## src/rtl/zscan_pkg.sv

```systemverilog
package zscan_pkg;
    typedef enum logic [2:0] {
        ZS_IDLE,
        ZS_SETTLE,
        ZS_TURN,
        ZS_DRIVE,
        ZS_STROBE,
        ZS_RELEASE,
        ZS_DONE
    } zs_state_e;
endpackage

```

## src/rtl/zscan_settle_timer.sv

```systemverilog
module zscan_settle_timer #(
    parameter int CNT_W = 16
) (
    input  logic             clk,
    input  logic             rst_n,
    input  logic             load,
    input  logic [CNT_W-1:0] load_val,
    input  logic             run,
    output logic             expired
);
    logic [CNT_W-1:0] cnt_d, cnt_q;

    always_comb begin
        cnt_d = cnt_q;
        if (load)
            cnt_d = load_val;
        else if (run && cnt_q != '0)
            cnt_d = cnt_q - 1'b1;
    end

    always_ff @(posedge clk or negedge rst_n) begin
        if (!rst_n) cnt_q <= '0;
        else        cnt_q <= cnt_d;
    end

    assign expired = (cnt_q == '0);

    // the wait shrinks by exactly one per running cycle
    a_r3_count_down: assert property (@(posedge clk) disable iff (!rst_n)
        (run && !load && cnt_q != '0) |=> (cnt_q == $past(cnt_q) - 1'b1));
endmodule

```

## src/rtl/zscan_lamp_encode.sv

```systemverilog
module zscan_lamp_encode #(
    parameter int SEL_W = 3,
    localparam int LANES = 1 << SEL_W
) (
    input  logic [SEL_W-1:0] zone,
    input  logic [LANES-1:0] sense,
    output logic [LANES-1:0] pattern
);
    logic any_active;
    assign any_active = |sense;

    for (genvar i = 0; i < LANES; i++) begin : g_lane
        assign pattern[i] = !(any_active && (zone == SEL_W'(i)));
    end
endmodule

```

## src/rtl/zone_scan_ctrl.sv

```systemverilog
module zone_scan_ctrl
    import zscan_pkg::*;
#(
    parameter int SEL_W = 3,
    parameter int CNT_W = 16,
    localparam int LANES = 1 << SEL_W
) (
    input  logic             clk,
    input  logic             rst_n,
    input  logic             start,
    input  logic [SEL_W-1:0] zone,
    input  logic [CNT_W-1:0] settle_cycles,
    input  logic [LANES-1:0] bus_in,
    output logic [SEL_W-1:0] sel,
    output logic             mode,
    output logic [LANES-1:0] bus_out,
    output logic             bus_oe,
    output logic [LANES-1:0] sample,
    output logic             done
);
    typedef struct packed {
        zs_state_e        state;
        logic [SEL_W-1:0] zone;
        logic [LANES-1:0] sample;
        logic [LANES-1:0] pattern;
    } zs_regs_t;

    zs_regs_t         r_d, r_q;
    logic             tmr_load, tmr_run, tmr_expired;
    logic [LANES-1:0] enc_pattern;

    zscan_settle_timer #(.CNT_W(CNT_W)) u_timer (
        .clk      (clk),
        .rst_n    (rst_n),
        .load     (tmr_load),
        .load_val (settle_cycles),
        .run      (tmr_run),
        .expired  (tmr_expired)
    );

    zscan_lamp_encode #(.SEL_W(SEL_W)) u_encode (
        .zone    (r_q.zone),
        .sense   (bus_in),
        .pattern (enc_pattern)
    );

    assign tmr_load = (r_q.state == ZS_IDLE) && start;
    assign tmr_run  = (r_q.state == ZS_SETTLE);

    always_comb begin
        r_d = r_q;
        unique case (r_q.state)
            ZS_IDLE: if (start) begin
                r_d.zone  = zone;
                r_d.state = ZS_SETTLE;
            end
            ZS_SETTLE: if (tmr_expired) begin
                r_d.sample  = bus_in;
                r_d.pattern = enc_pattern;
                r_d.state   = ZS_TURN;
            end
            ZS_TURN:    r_d.state = ZS_DRIVE;
            ZS_DRIVE:   r_d.state = ZS_STROBE;
            ZS_STROBE:  r_d.state = ZS_RELEASE;
            ZS_RELEASE: r_d.state = ZS_DONE;
            ZS_DONE:    r_d.state = ZS_IDLE;
            default:    r_d.state = ZS_IDLE;
        endcase
    end

    always_ff @(posedge clk or negedge rst_n) begin
        if (!rst_n) begin
            r_q.state   <= ZS_IDLE;
            r_q.zone    <= '0;
            r_q.sample  <= '0;
            r_q.pattern <= '1;
        end else begin
            r_q <= r_d;
        end
    end

    always_comb begin
        mode   = r_q.state inside {ZS_TURN, ZS_DRIVE, ZS_STROBE, ZS_RELEASE, ZS_DONE};
        bus_oe = r_q.state inside {ZS_DRIVE, ZS_STROBE, ZS_RELEASE};
        done   = (r_q.state == ZS_DONE);
        if (!mode)
            sel = r_q.zone;
        else if (r_q.state == ZS_STROBE)
            sel = {{(SEL_W-1){1'b1}}, 1'b0};
        else
            sel = '1;
    end

    assign bus_out = r_q.pattern;
    assign sample  = r_q.sample;

    // the bus is driven only on the lamp path
    a_r6_drive_needs_mode: assert property (@(posedge clk) disable iff (!rst_n)
        bus_oe |-> mode);
    // one idle cycle in lamp mode before the driver turns on
    a_r6_turn_gap: assert property (@(posedge clk) disable iff (!rst_n)
        $rose(bus_oe) |-> ($past(mode) && !$past(bus_oe)));
    // the zone address stays fixed through the settle wait
    a_r2_sel_hold: assert property (@(posedge clk) disable iff (!rst_n)
        (r_q.state == ZS_SETTLE && $past(r_q.state) == ZS_SETTLE) |-> $stable(sel));
    // done is a single-cycle pulse
    a_r8_done_single: assert property (@(posedge clk) disable iff (!rst_n)
        done |=> !done);
    // done follows a low-then-high lamp clock
    a_r7_clock_before_done: assert property (@(posedge clk) disable iff (!rst_n)
        done |-> ($past(sel[0]) && !$past(sel[0], 2)));
    // a driven pattern has at most one lamp lit
    a_r5_one_lamp: assert property (@(posedge clk) disable iff (!rst_n)
        bus_oe |-> ($countones(bus_out) >= LANES - 1));
endmodule

```

## config.mk

```make
export PLATFORM = sky130hd
export DESIGN_NAME = zone_scan_ctrl
export DESIGN_NICKNAME = d
export VERILOG_FILES = /design/src/rtl/zscan_pkg.sv /design/src/rtl/zscan_settle_timer.sv /design/src/rtl/zscan_lamp_encode.sv /design/src/rtl/zone_scan_ctrl.sv
export SDC_FILE = /design/constraint.sdc
export NUM_CORES = 1
export LEC_CHECK = 0
export BUFFER_PORTS_ARGS = -buffer_cell sky130_fd_sc_hd__buf_4
export CAP_MARGIN = 20
export CELL_PAD_IN_SITES_DETAIL_PLACEMENT = 2
export CELL_PAD_IN_SITES_GLOBAL_PLACEMENT = 2
export CORE_MARGIN = 1
export CORE_UTILIZATION = 36
export DETAILED_ROUTE_END_ITERATION = 8
export PLACE_DENSITY_LB_ADDON = 0.1
export SETUP_SLACK_MARGIN = 0.2
export SLEW_MARGIN = 40
export SYNTH_ARGS = -nofsm -noshare
export SYNTH_HDL_FRONTEND = slang
export SYNTH_HIERARCHICAL = 1
export SYNTH_SLANG_ARGS = --single-unit
```

## constraint.sdc

```tcl
create_clock -name clk -period 6.39 [get_ports clk]
set_input_delay 0.3195 -clock clk [delete_from_list [all_inputs] [get_ports clk]]
set_output_delay 0.3195 -clock clk [all_outputs]
set_load 0.02 [all_outputs]
```

# Word level (Yosys, flattened, before mapping)
# Cells that the tools add are included.
# classes
addsub	1
eq_ne	15
muxes	7
reduce_logical	29
# ops
cell	count
2-to-1 mux 16 bit	2
equality test 3 bit (second input constant)	7
one-hot mux 3 bit (6 select lines)	1
zero test 16 bit	1
nonzero test 16 bit	1
subtractor 16 x 1 -> 16 bit (second input constant)	1
equality test 3 x 2 -> 1 bit (second input constant)	4
logical AND 1 bit	10
zero test 1 bit	8
OR reduction 8 bit	1
equality test 3 x 1 -> 1 bit (second input constant)	2
zero test 3 bit	2
2-to-1 mux 3 bit	2
2-to-1 mux 6 bit	1
AND reduction 2 bit	3
nonzero test 5 bit	1
inequality test 2 bit (second input constant)	2
nonzero test 3 bit	1
nonzero test 2 bit	1
2-to-1 mux 1 bit	1
# totals
register_bits	38
input_bits	30
out_inout_bits	22
word_cells	57

# Longest topological paths before layout
# Gate-level depths: netlist (run 1).
# depth
depth_word	4
ltp_mapped	9
ltp_nobuf	8

# Modules after synthesis
# Netlist (run 1), hierarchy kept.
# modules_own_cells
module	instances	cells_each	area_per_inst_um2
zone_scan_ctrl	1	92	1151.1
zscan_settle_timer	1	124	1063.5
zscan_lamp_encode	1	15	106.4

# Worst setup path after synthesis (run 1)
# OpenSTA, ideal clock, no wires.
# synth_path
kind	register to register
start	register u_timer.cnt_q[0]
end	register sample[0] (netlist name)
setup_time_ps	125
arrival_ps	2273
t_required_ps	6265
slack_ps	3992
path_stages_with_launch	10
n_path_buf	1
synth_period_minus_slack_ps	2398
cell_sequence	dfrtp_1 inv_1 ha_1 nor4b_1 nand4_1 inv_1 nand2_4 nor3_4 buf_8 mux2_2
# synth_between
elab_chain_len	2
# synth_rtl
element	line_no	text
from (decl)	zscan_settle_timer.sv:11	logic [CNT_W-1:0] cnt_d, cnt_q;
from (signal assigned)	zscan_settle_timer.sv:23	else cnt_q <= cnt_d;
zero test 16 bit	zscan_settle_timer.sv:26	assign expired = (cnt_q == '0);
via tmr_expired	zone_scan_ctrl.sv:29	logic tmr_load, tmr_run, tmr_expired;
AND reduction 2 bit (no line)	-	
# The timed path passes the listed nets, and every way through them passes these cells.
# A chain may end at the register's enable or synchronous reset.

# Worst setup path in the final report (run 1)
# layout_path
start	register u_timer.cnt_q[0]
end	register sample[3] (netlist name)
# layout_between
elab_chain_len	2
# layout_rtl
element	line_no
zero test 16 bit	zscan_settle_timer.sv:26
via tmr_expired	zone_scan_ctrl.sv:29
AND reduction 2 bit (no line)	-
# The timed path passes the listed nets, and every way through them passes these cells.

==> results of run 1 <==
==> cell usage in the layout, fill, tap and decap left out, drive strengths merged, types with 2 or more instances in the layout <==
cell	n
clkbuf	5
nand4	3
nand3	2
ha	3
nor2b	4
a31oi	6
nor3b	2
o2111ai	8
nand4b	3
nor4b	2
or4	7
or2	2
nand3b	2
mux2	20
dfstp	8
o21ai	12
or4b	2
o41ai	3
dfrtp	30
o31ai	2
nor2	17
or3	3
a21oi	9
buf	52
nor4	4
clkinvlp	2
nor3	7
nand2	16
inv	11
and2	4
mux2i	2
==> through the flow <==
step           setup slack, ps  power [mW]
6_report                  3340       0.834
5_1_grt                   3100       0.891
4_1_cts                   3330       0.847
3_5_place_dp              3370       0.626
3_3_place_gp              3500       0.613
2_1_floorplan             3990       0.529
==> cell type report <==
class	count	area, µm²	share of cell area [%]
Clock inverter	3	45.0	1.65
Sequential cell	38	961	35.2
Tap cell	75	93.8	3.44
Clock buffer	5	68.8	2.52
Multi-Input combinational cell	155	1120	41.0
Inverter	11	41.3	1.51
Timing Repair Buffer	53	400	14.7
==> tightest hold or removal path: stages <==
cell	delay, ps
buf_4	70
nand2_1	40
o21ai_0	60
==> path summary, 6_finish.rpt <==
check / end / slack (ps) / depth (start not counted)
hold reg to reg: sample[6] / 520 / 1
setup reg to reg: sample[3] / 3340 / 8
max in group asynchronous: bus_out[7] / 5490 / 2
setup / recovery: sample[3] / 3340 / 8
min in group asynchronous: u_timer/cnt_q[15] / 520 / 2
hold / removal: u_timer/cnt_q[14] / 240 / 3
==> sequential cells by signal (all words and copies together), names as in the netlist <==
name           flops
bus_out            8
u_timer/cnt_q     16
r_q                6
sample             8
==> metal layers <==
metal  global-route usage, %  wire length, µm  part of all wire, %
met1                    23.7             2640                   43
met2                    34.7             3270                   53
met3                    4.29              190                  3.1
met4                    6.67              102                  1.6
met5                       0                0                    0
==> cell families after synthesis <==
kind of cell / after synthesis
muxes: 22
buffers and inverters: 38
DFF: 38
xor gates and xnor gates: 1
adders and majority gates: 3
and+or+nand+nor: 82
AOI/OAI and AO/OA: 47
==> power breakdown <==
part	internal, mW	switching [mW]	total (mW)
Clock	0.116	0.0940	0.210
Sequential	0.293	0.0875	0.381
Combinational	0.113	0.129	0.243
Total	0.523	0.311	0.834
==> what timing repair did <==
action / CTS / global route
hold buffers: 1 / 0
setup endpoints to repair: 0 / 0
endpoints found under the hold margin: 18 / 0
==> impl_metrics.json, run 1 <==
{
  "hold_ws_ps": 235,
  "synth-main-ff-cell": "dfrtp_1",
  "start_util_pct": 38.3,
  "powerDensity_mw_per_mm2": 305,
  "syn_avg_cell_area_um2": 10.0,
  "drive_gt1_share_pct": 36.6,
  "fmax_mhz": 328,
  "io_pins": 52,
  "worst_pin_slew_ps": 787,
  "vias": 1911,
  "clock-root-buffer": "clkbuf_8",
  "hold_class": "in2reg",
  "synth_top_family_by_area": "simple AND/OR/NAND/NOR gates",
  "syn_to_final_growth_pct": 17.6,
  "cts_resized": 0,
  "drv_slew": 0,
  "max_slew_margin_pct": 47.4,
  "synth_seq_cells": 38,
  "clock_sinks": 38,
  "cp.required_ps": 6580,
  "critical-path-slowest-cell": "nor3_4",
  "yosysSeqAreaShare_pct": 41.4,
  "first_iter_violations": 42,
  "synthAdderAreaFrac_pct": 1.62,
  "first_pass_iters": 4,
  "path_clk_slew_ps": 90,
  "placed_cell_area_mm2": 0.00261,
  "drcViolationCount": 0,
  "dpl.cell_count": 331,
  "rsz0062_at_grt": "false",
  "period_needed_ps": 3050,
  "final.setup_skew_ps": 9.43,
  "synth-xor-area-share_pct": 0.377,
  "synthCells": 231,
  "synth_top_area_share_pct": 32.3,
  "post_cts_buffers": 0,
  "period_share_pct": 47.7,
  "worstSetupEndpointType": "register",
  "slowest_delay_ps": 610,
  "wl_mm": 6.20,
  "synth_area_leaders": "dfrtp_1, mux2_2, dfstp_2, buf_4, o2111ai_1",
  "ir_drop_v": 0.000112,
  "synth_edf_count": 0,
  "crit_top_cell": "inv_1",
  "die_w_um": 82.3,
  "synth_compound_area_share_pct": 14.1,
  "start_kind": "register",
  "ys.warnings.count": 6,
  "dp_hpwl_mm": 4.54,
  "antenna_found_initial": 0,
  "viasPerCell": 5.62,
  "fin_nets": 297,
  "synth_top_area_cell": "dfrtp_1",
  "tritoncts": "yes",
  "wire_per_inst_um": 18.2,
  "drv_cap": 0,
  "cts_buffer_depth": 2,
  "ant_nets": 0,
  "cp_cell_sequence": "inv_1 > ha_1 > nor4b_1 > nand4_1 > inv_1 > nand2_4 > nor3_4 > mux2_2",
  "synthMostInstantiatedCell": "dfrtp_1",
  "final_util_pct": 45.0,
  "startpoint": "u_timer/cnt_q[0]",
  "cp_num_buf_inv": 2,
  "crit_type": "reg2reg",
  "diodes": 0,
  "grt_pass1_vias": 1962,
  "synth-simple-area-share_pct": 21.6,
  "numCtsBuffers": 5,
  "synth_common_cells": "dfrtp_1, mux2_2, nor2_1",
  "synth_nets": 264,
  "io_buffers": 51,
  "grt.total_usage_pct": 19.7,
  "finalHoldViolCount": 0,
  "cp_top_family": "simple AND/OR/NAND/NOR gates",
  "fill_cells": 665,
  "hp-start": "settle_cycles[14]",
  "insertion_delay_ps": 300,
  "cp_max_fo": 16,
  "dieArea_mm2": 0.00677,
  "status": "finished, final reports clean",
  "gp_congestion": 0.737,
  "reg2reg_from": "u_timer/cnt_q[0]",
  "grt_overflow_total": 0,
  "synth_mux_area_share_pct": 10.6,
  "syn-cell-area_mm2": 0.00232,
  "die_h_um": 82.3,
  "design_area_mm2": 0.00273,
  "grt_max_degree": 39,
  "grt_pass1_wl_mm": 9.91,
  "core-area_mm2": 0.00606,
  "finalSetupViolCount": 0,
  "power_leakage_nw": 1.19,
  "setup_tns_ps": 0,
  "rows": 28,
  "htreeDepth": 2,
  "cp.arrival_ps": 3240,
  "ys_types": 52,
  "synth-async-reset-ratio_pct": 100,
  "fin_cells": 340
}
Power figures use the tool's default switching activity.
==> run 2: changes to the inputs <==
ABC_AREA = 1   (was default)
CORE_UTILIZATION = 28   (was 36)
clock period = 2.5 ns   (was 6.39 ns; I/O delays follow)
==> run 2 against run 1 <==
  * Final area up 11%
  * Setup slack got worse by 3000 ps
  * Wire length grew 19%
  * Largest cell class unchanged
  * Cell count grew 46%
  * Worst hold slack worse by 220 ps
  * Highest routed layer unchanged
  * Non-clock buffer count is 4 higher
  * Synthesized cell count grew 51%
  * Register-to-register slack got worse by 3000 ps
  * Critical path depth grew 4
==> impl_metrics.json, run 2 <==
{
  "status": "finished, final reports clean",
  "grt_max_degree": 39,
  "synth_nets": 381,
  "worst_pin_slew_ps": 526,
  "drv_slew": 0,
  "gp_congestion": 0.741,
  "io_buffers": 51,
  "synth-xor-area-share_pct": 2.07,
  "start_kind": "register",
  "finalHoldViolCount": 0,
  "syn-cell-area_mm2": 0.00254,
  "cp_num_buf_inv": 4,
  "cp.arrival_ps": 2360,
  "wl_mm": 7.39,
  "fmax_mhz": 472,
  "tritoncts": "yes",
  "clock_sinks": 38,
  "clock-root-buffer": "clkbuf_8",
  "pwr-share-comb_pct": 4.8,
  "critical-path-slowest-cell": "dfrtp_1",
  "synth_edf_count": 0,
  "synth_seq_cells": 38,
  "cp.required_ps": 2740,
  "slowest_delay_ps": 400,
  "htreeDepth": 2,
  "rsz0062_at_grt": "false",
  "p_sw_uw": 270,
  "synthMostInstantiatedCell": "nand2_1",
  "period_share_pct": 84.8,
  "final.setup_skew_ps": 7.19,
  "cp_max_fo": 12,
  "cp_cell_sequence": "inv_2 > ha_4 > inv_1 > nor2_4 > nand3_2 > nor2_2 > nand2_1 > nor4_4 > buf_4 > buf_4 > nand3_1 > nand2_1",
  "start_util_pct": 29.0,
  "power_leakage_nw": 1.41,
  "drcViolationCount": 0,
  "p_sw_share_pct": 23.7,
  "ys_types": 31,
  "path_clk_slew_ps": 80,
  "antenna_found_initial": 0,
  "synth_top_family_by_area": "simple AND/OR/NAND/NOR gates",
  "wire_per_inst_um": 14.9,
  "setup_tns_ps": 0,
  "synth_mux_area_share_pct": 0,
  "first_iter_violations": 51,
  "fin_nets": 420,
  "p_int_uw": 867,
  "dp_hpwl_mm": 5.57,
  "regMostFlops": "u_timer/cnt_q",
  "largest_reg_flops": 16,
  "synthAdderAreaFrac_pct": 1.48,
  "ir_drop_v": 0.000136,
  "setup_slack_ps": 381,
  "crit_type": "reg2reg",
  "grt_overflow_total": 0,
  "dieArea_mm2": 0.00945,
  "yosysSeqAreaShare_pct": 37.9,
  "die_w_um": 97.2,
  "die_h_um": 97.2,
  "grt_pass1_vias": 2529,
  "synth_area_leaders": "dfrtp_1, nand2_1, dfstp_2, nand3_1, nor2_1",
  "hold_class": "in2reg",
  "synth_top_area_cell": "dfrtp_1",
  "grt_pass1_wl_mm": 12.5,
  "period_needed_ps": 2120,
  "pwr-share-clk_pct": 41.1,
  "first_pass_iters": 4,
  "synth_top_area_share_pct": 29.6,
  "diodes": 0,
  "finalSetupViolCount": 0,
  "seqPwrFrac_pct": 54.1,
  "viasPerCell": 4.77,
  "syn_avg_cell_area_um2": 7.29,
  "drive_gt1_share_pct": 30.4,
  "grt.total_usage_pct": 16.6,
  "powerDensity_mw_per_mm2": 374,
  "synth-main-ff-cell": "dfrtp_1",
  "dp_slack_ps": 249,
  "max_slew_margin_pct": 64.9,
  "synth-async-reset-ratio_pct": 100,
  "ant_nets": 0,
  "core-area_mm2": 0.00876,
  "worstSetupEndpointType": "register",
  "numCtsBuffers": 5,
  "fill_cells": 1089,
  "syn_to_final_growth_pct": 19.9,
  "synth-simple-area-share_pct": 41.5,
  "rows": 34,
  "synth_compound_area_share_pct": 5.72,
  "synth_common_cells": "nand2_1, nand3_1, nor2_1",
  "vias": 2364,
  "io_pins": 52,
  "synthCells": 348,
  "layout_common_cells": "nand2_1, buf_4, nand3_1",
  "cp_top_family": "simple AND/OR/NAND/NOR gates",
  "cts_buffer_depth": 2,
  "final_common_cell": "nand2_1",
  "ys.warnings.count": 6,
  "drv_cap": 0,
  "insertion_delay_ps": 300
}
==> run 2: worst paths after layout <==
| path | from | slack [ps] | to | depth (start not counted) |
|---|---|---|---|---|
| min | zone[2] | 20 | r_q[18] | 3 |
| max reg2reg | u_timer/cnt_q[0] | 380 | sample[2] | 12 |
| min in group asynchronous | rst_n | 330 | sample[7] | 2 |
| min reg2reg | bus_out[1] | 470 | bus_out[1] | 2 |
| max in group asynchronous | rst_n | 1790 | bus_out[7] | 2 |
| max | u_timer/cnt_q[0] | 380 | sample[2] | 12 |
==> run 2: power by group through the flow <==
stage	clock network [mW]	registers, mW	logic, mW
global route	0.510	0.615	0.0606
CTS	0.491	0.615	0.0567
finish	0.468	0.615	0.0543
floorplan	0	0.627	0.00271
detailed placement	0	0.626	0.0553
global placement	0	0.626	0.0544
==> run 2: what timing repair did <==
item,4_1_cts,5_1_grt
endpoints found under the setup margin,0,19
endpoints found under the hold margin,30,0
hold buffers,1,0
gates resized for setup,0,7
setup buffers,0,2
==> run 2: final cells by class <==
cell class	count	area [µm²]	share of cell area, %
Clock buffer	6	82.6	2.71
Sequential cell	38	961	31.6
Multi-Input combinational cell	258	1320	43.4
Clock inverter	2	12.5	0.411
Tap cell	108	135	4.44
Inverter	27	101	3.33
Timing Repair Buffer	57	430	14.1
==> run 2: metrics by stage <==
step	cell area (µm²)	hold slack [ps]	util, %	power [mW]	std cells
finish	3040	18.4	34.7	1.14	496
global route	3040	23.0	34.7	1.19	496
CTS	3010	8.56	34.3	1.16	494
detailed placement	2900	144	33.1	0.682	485
global placement	2900	142	33.1	0.681	485
floorplan	2540	-171	-	0.629	348
==> run 2: metal layers <==
| metal | routed length, µm | up-vias | global-route usage (%) |
|---|---|---|---|
| met2 | 3480 | 46 | 27.2 |
| met4 | 99 | 0 | 5.17 |
| met5 | 0 | - | 0 |
| met3 | 247 | 6 | 2.37 |
| li1 | - | 1157 | - |
| met1 | 3560 | 1155 | 22.5 |
==> run 2: kinds of logic (layout without fill, tap and decap cells) <==
group,count (synthesis),count (layout)
flops,38,38
xor+xnor,6,6
buf+inv,52,92
simple gates,225,225
compound gates,24,24
fa+ha+maj,3,3
==> run 2: worst reg2reg max path, cell delays in order, from the launching register on <==
cell,delay [ps]
dfrtp_1,400
inv_2,100
ha_4,160
inv_1,70
nor2_4,110
nand3_2,100
nor2_2,150
nand2_1,120
nor4_4,280
buf_4,180
buf_4,190
nand3_1,90
nand2_1,100
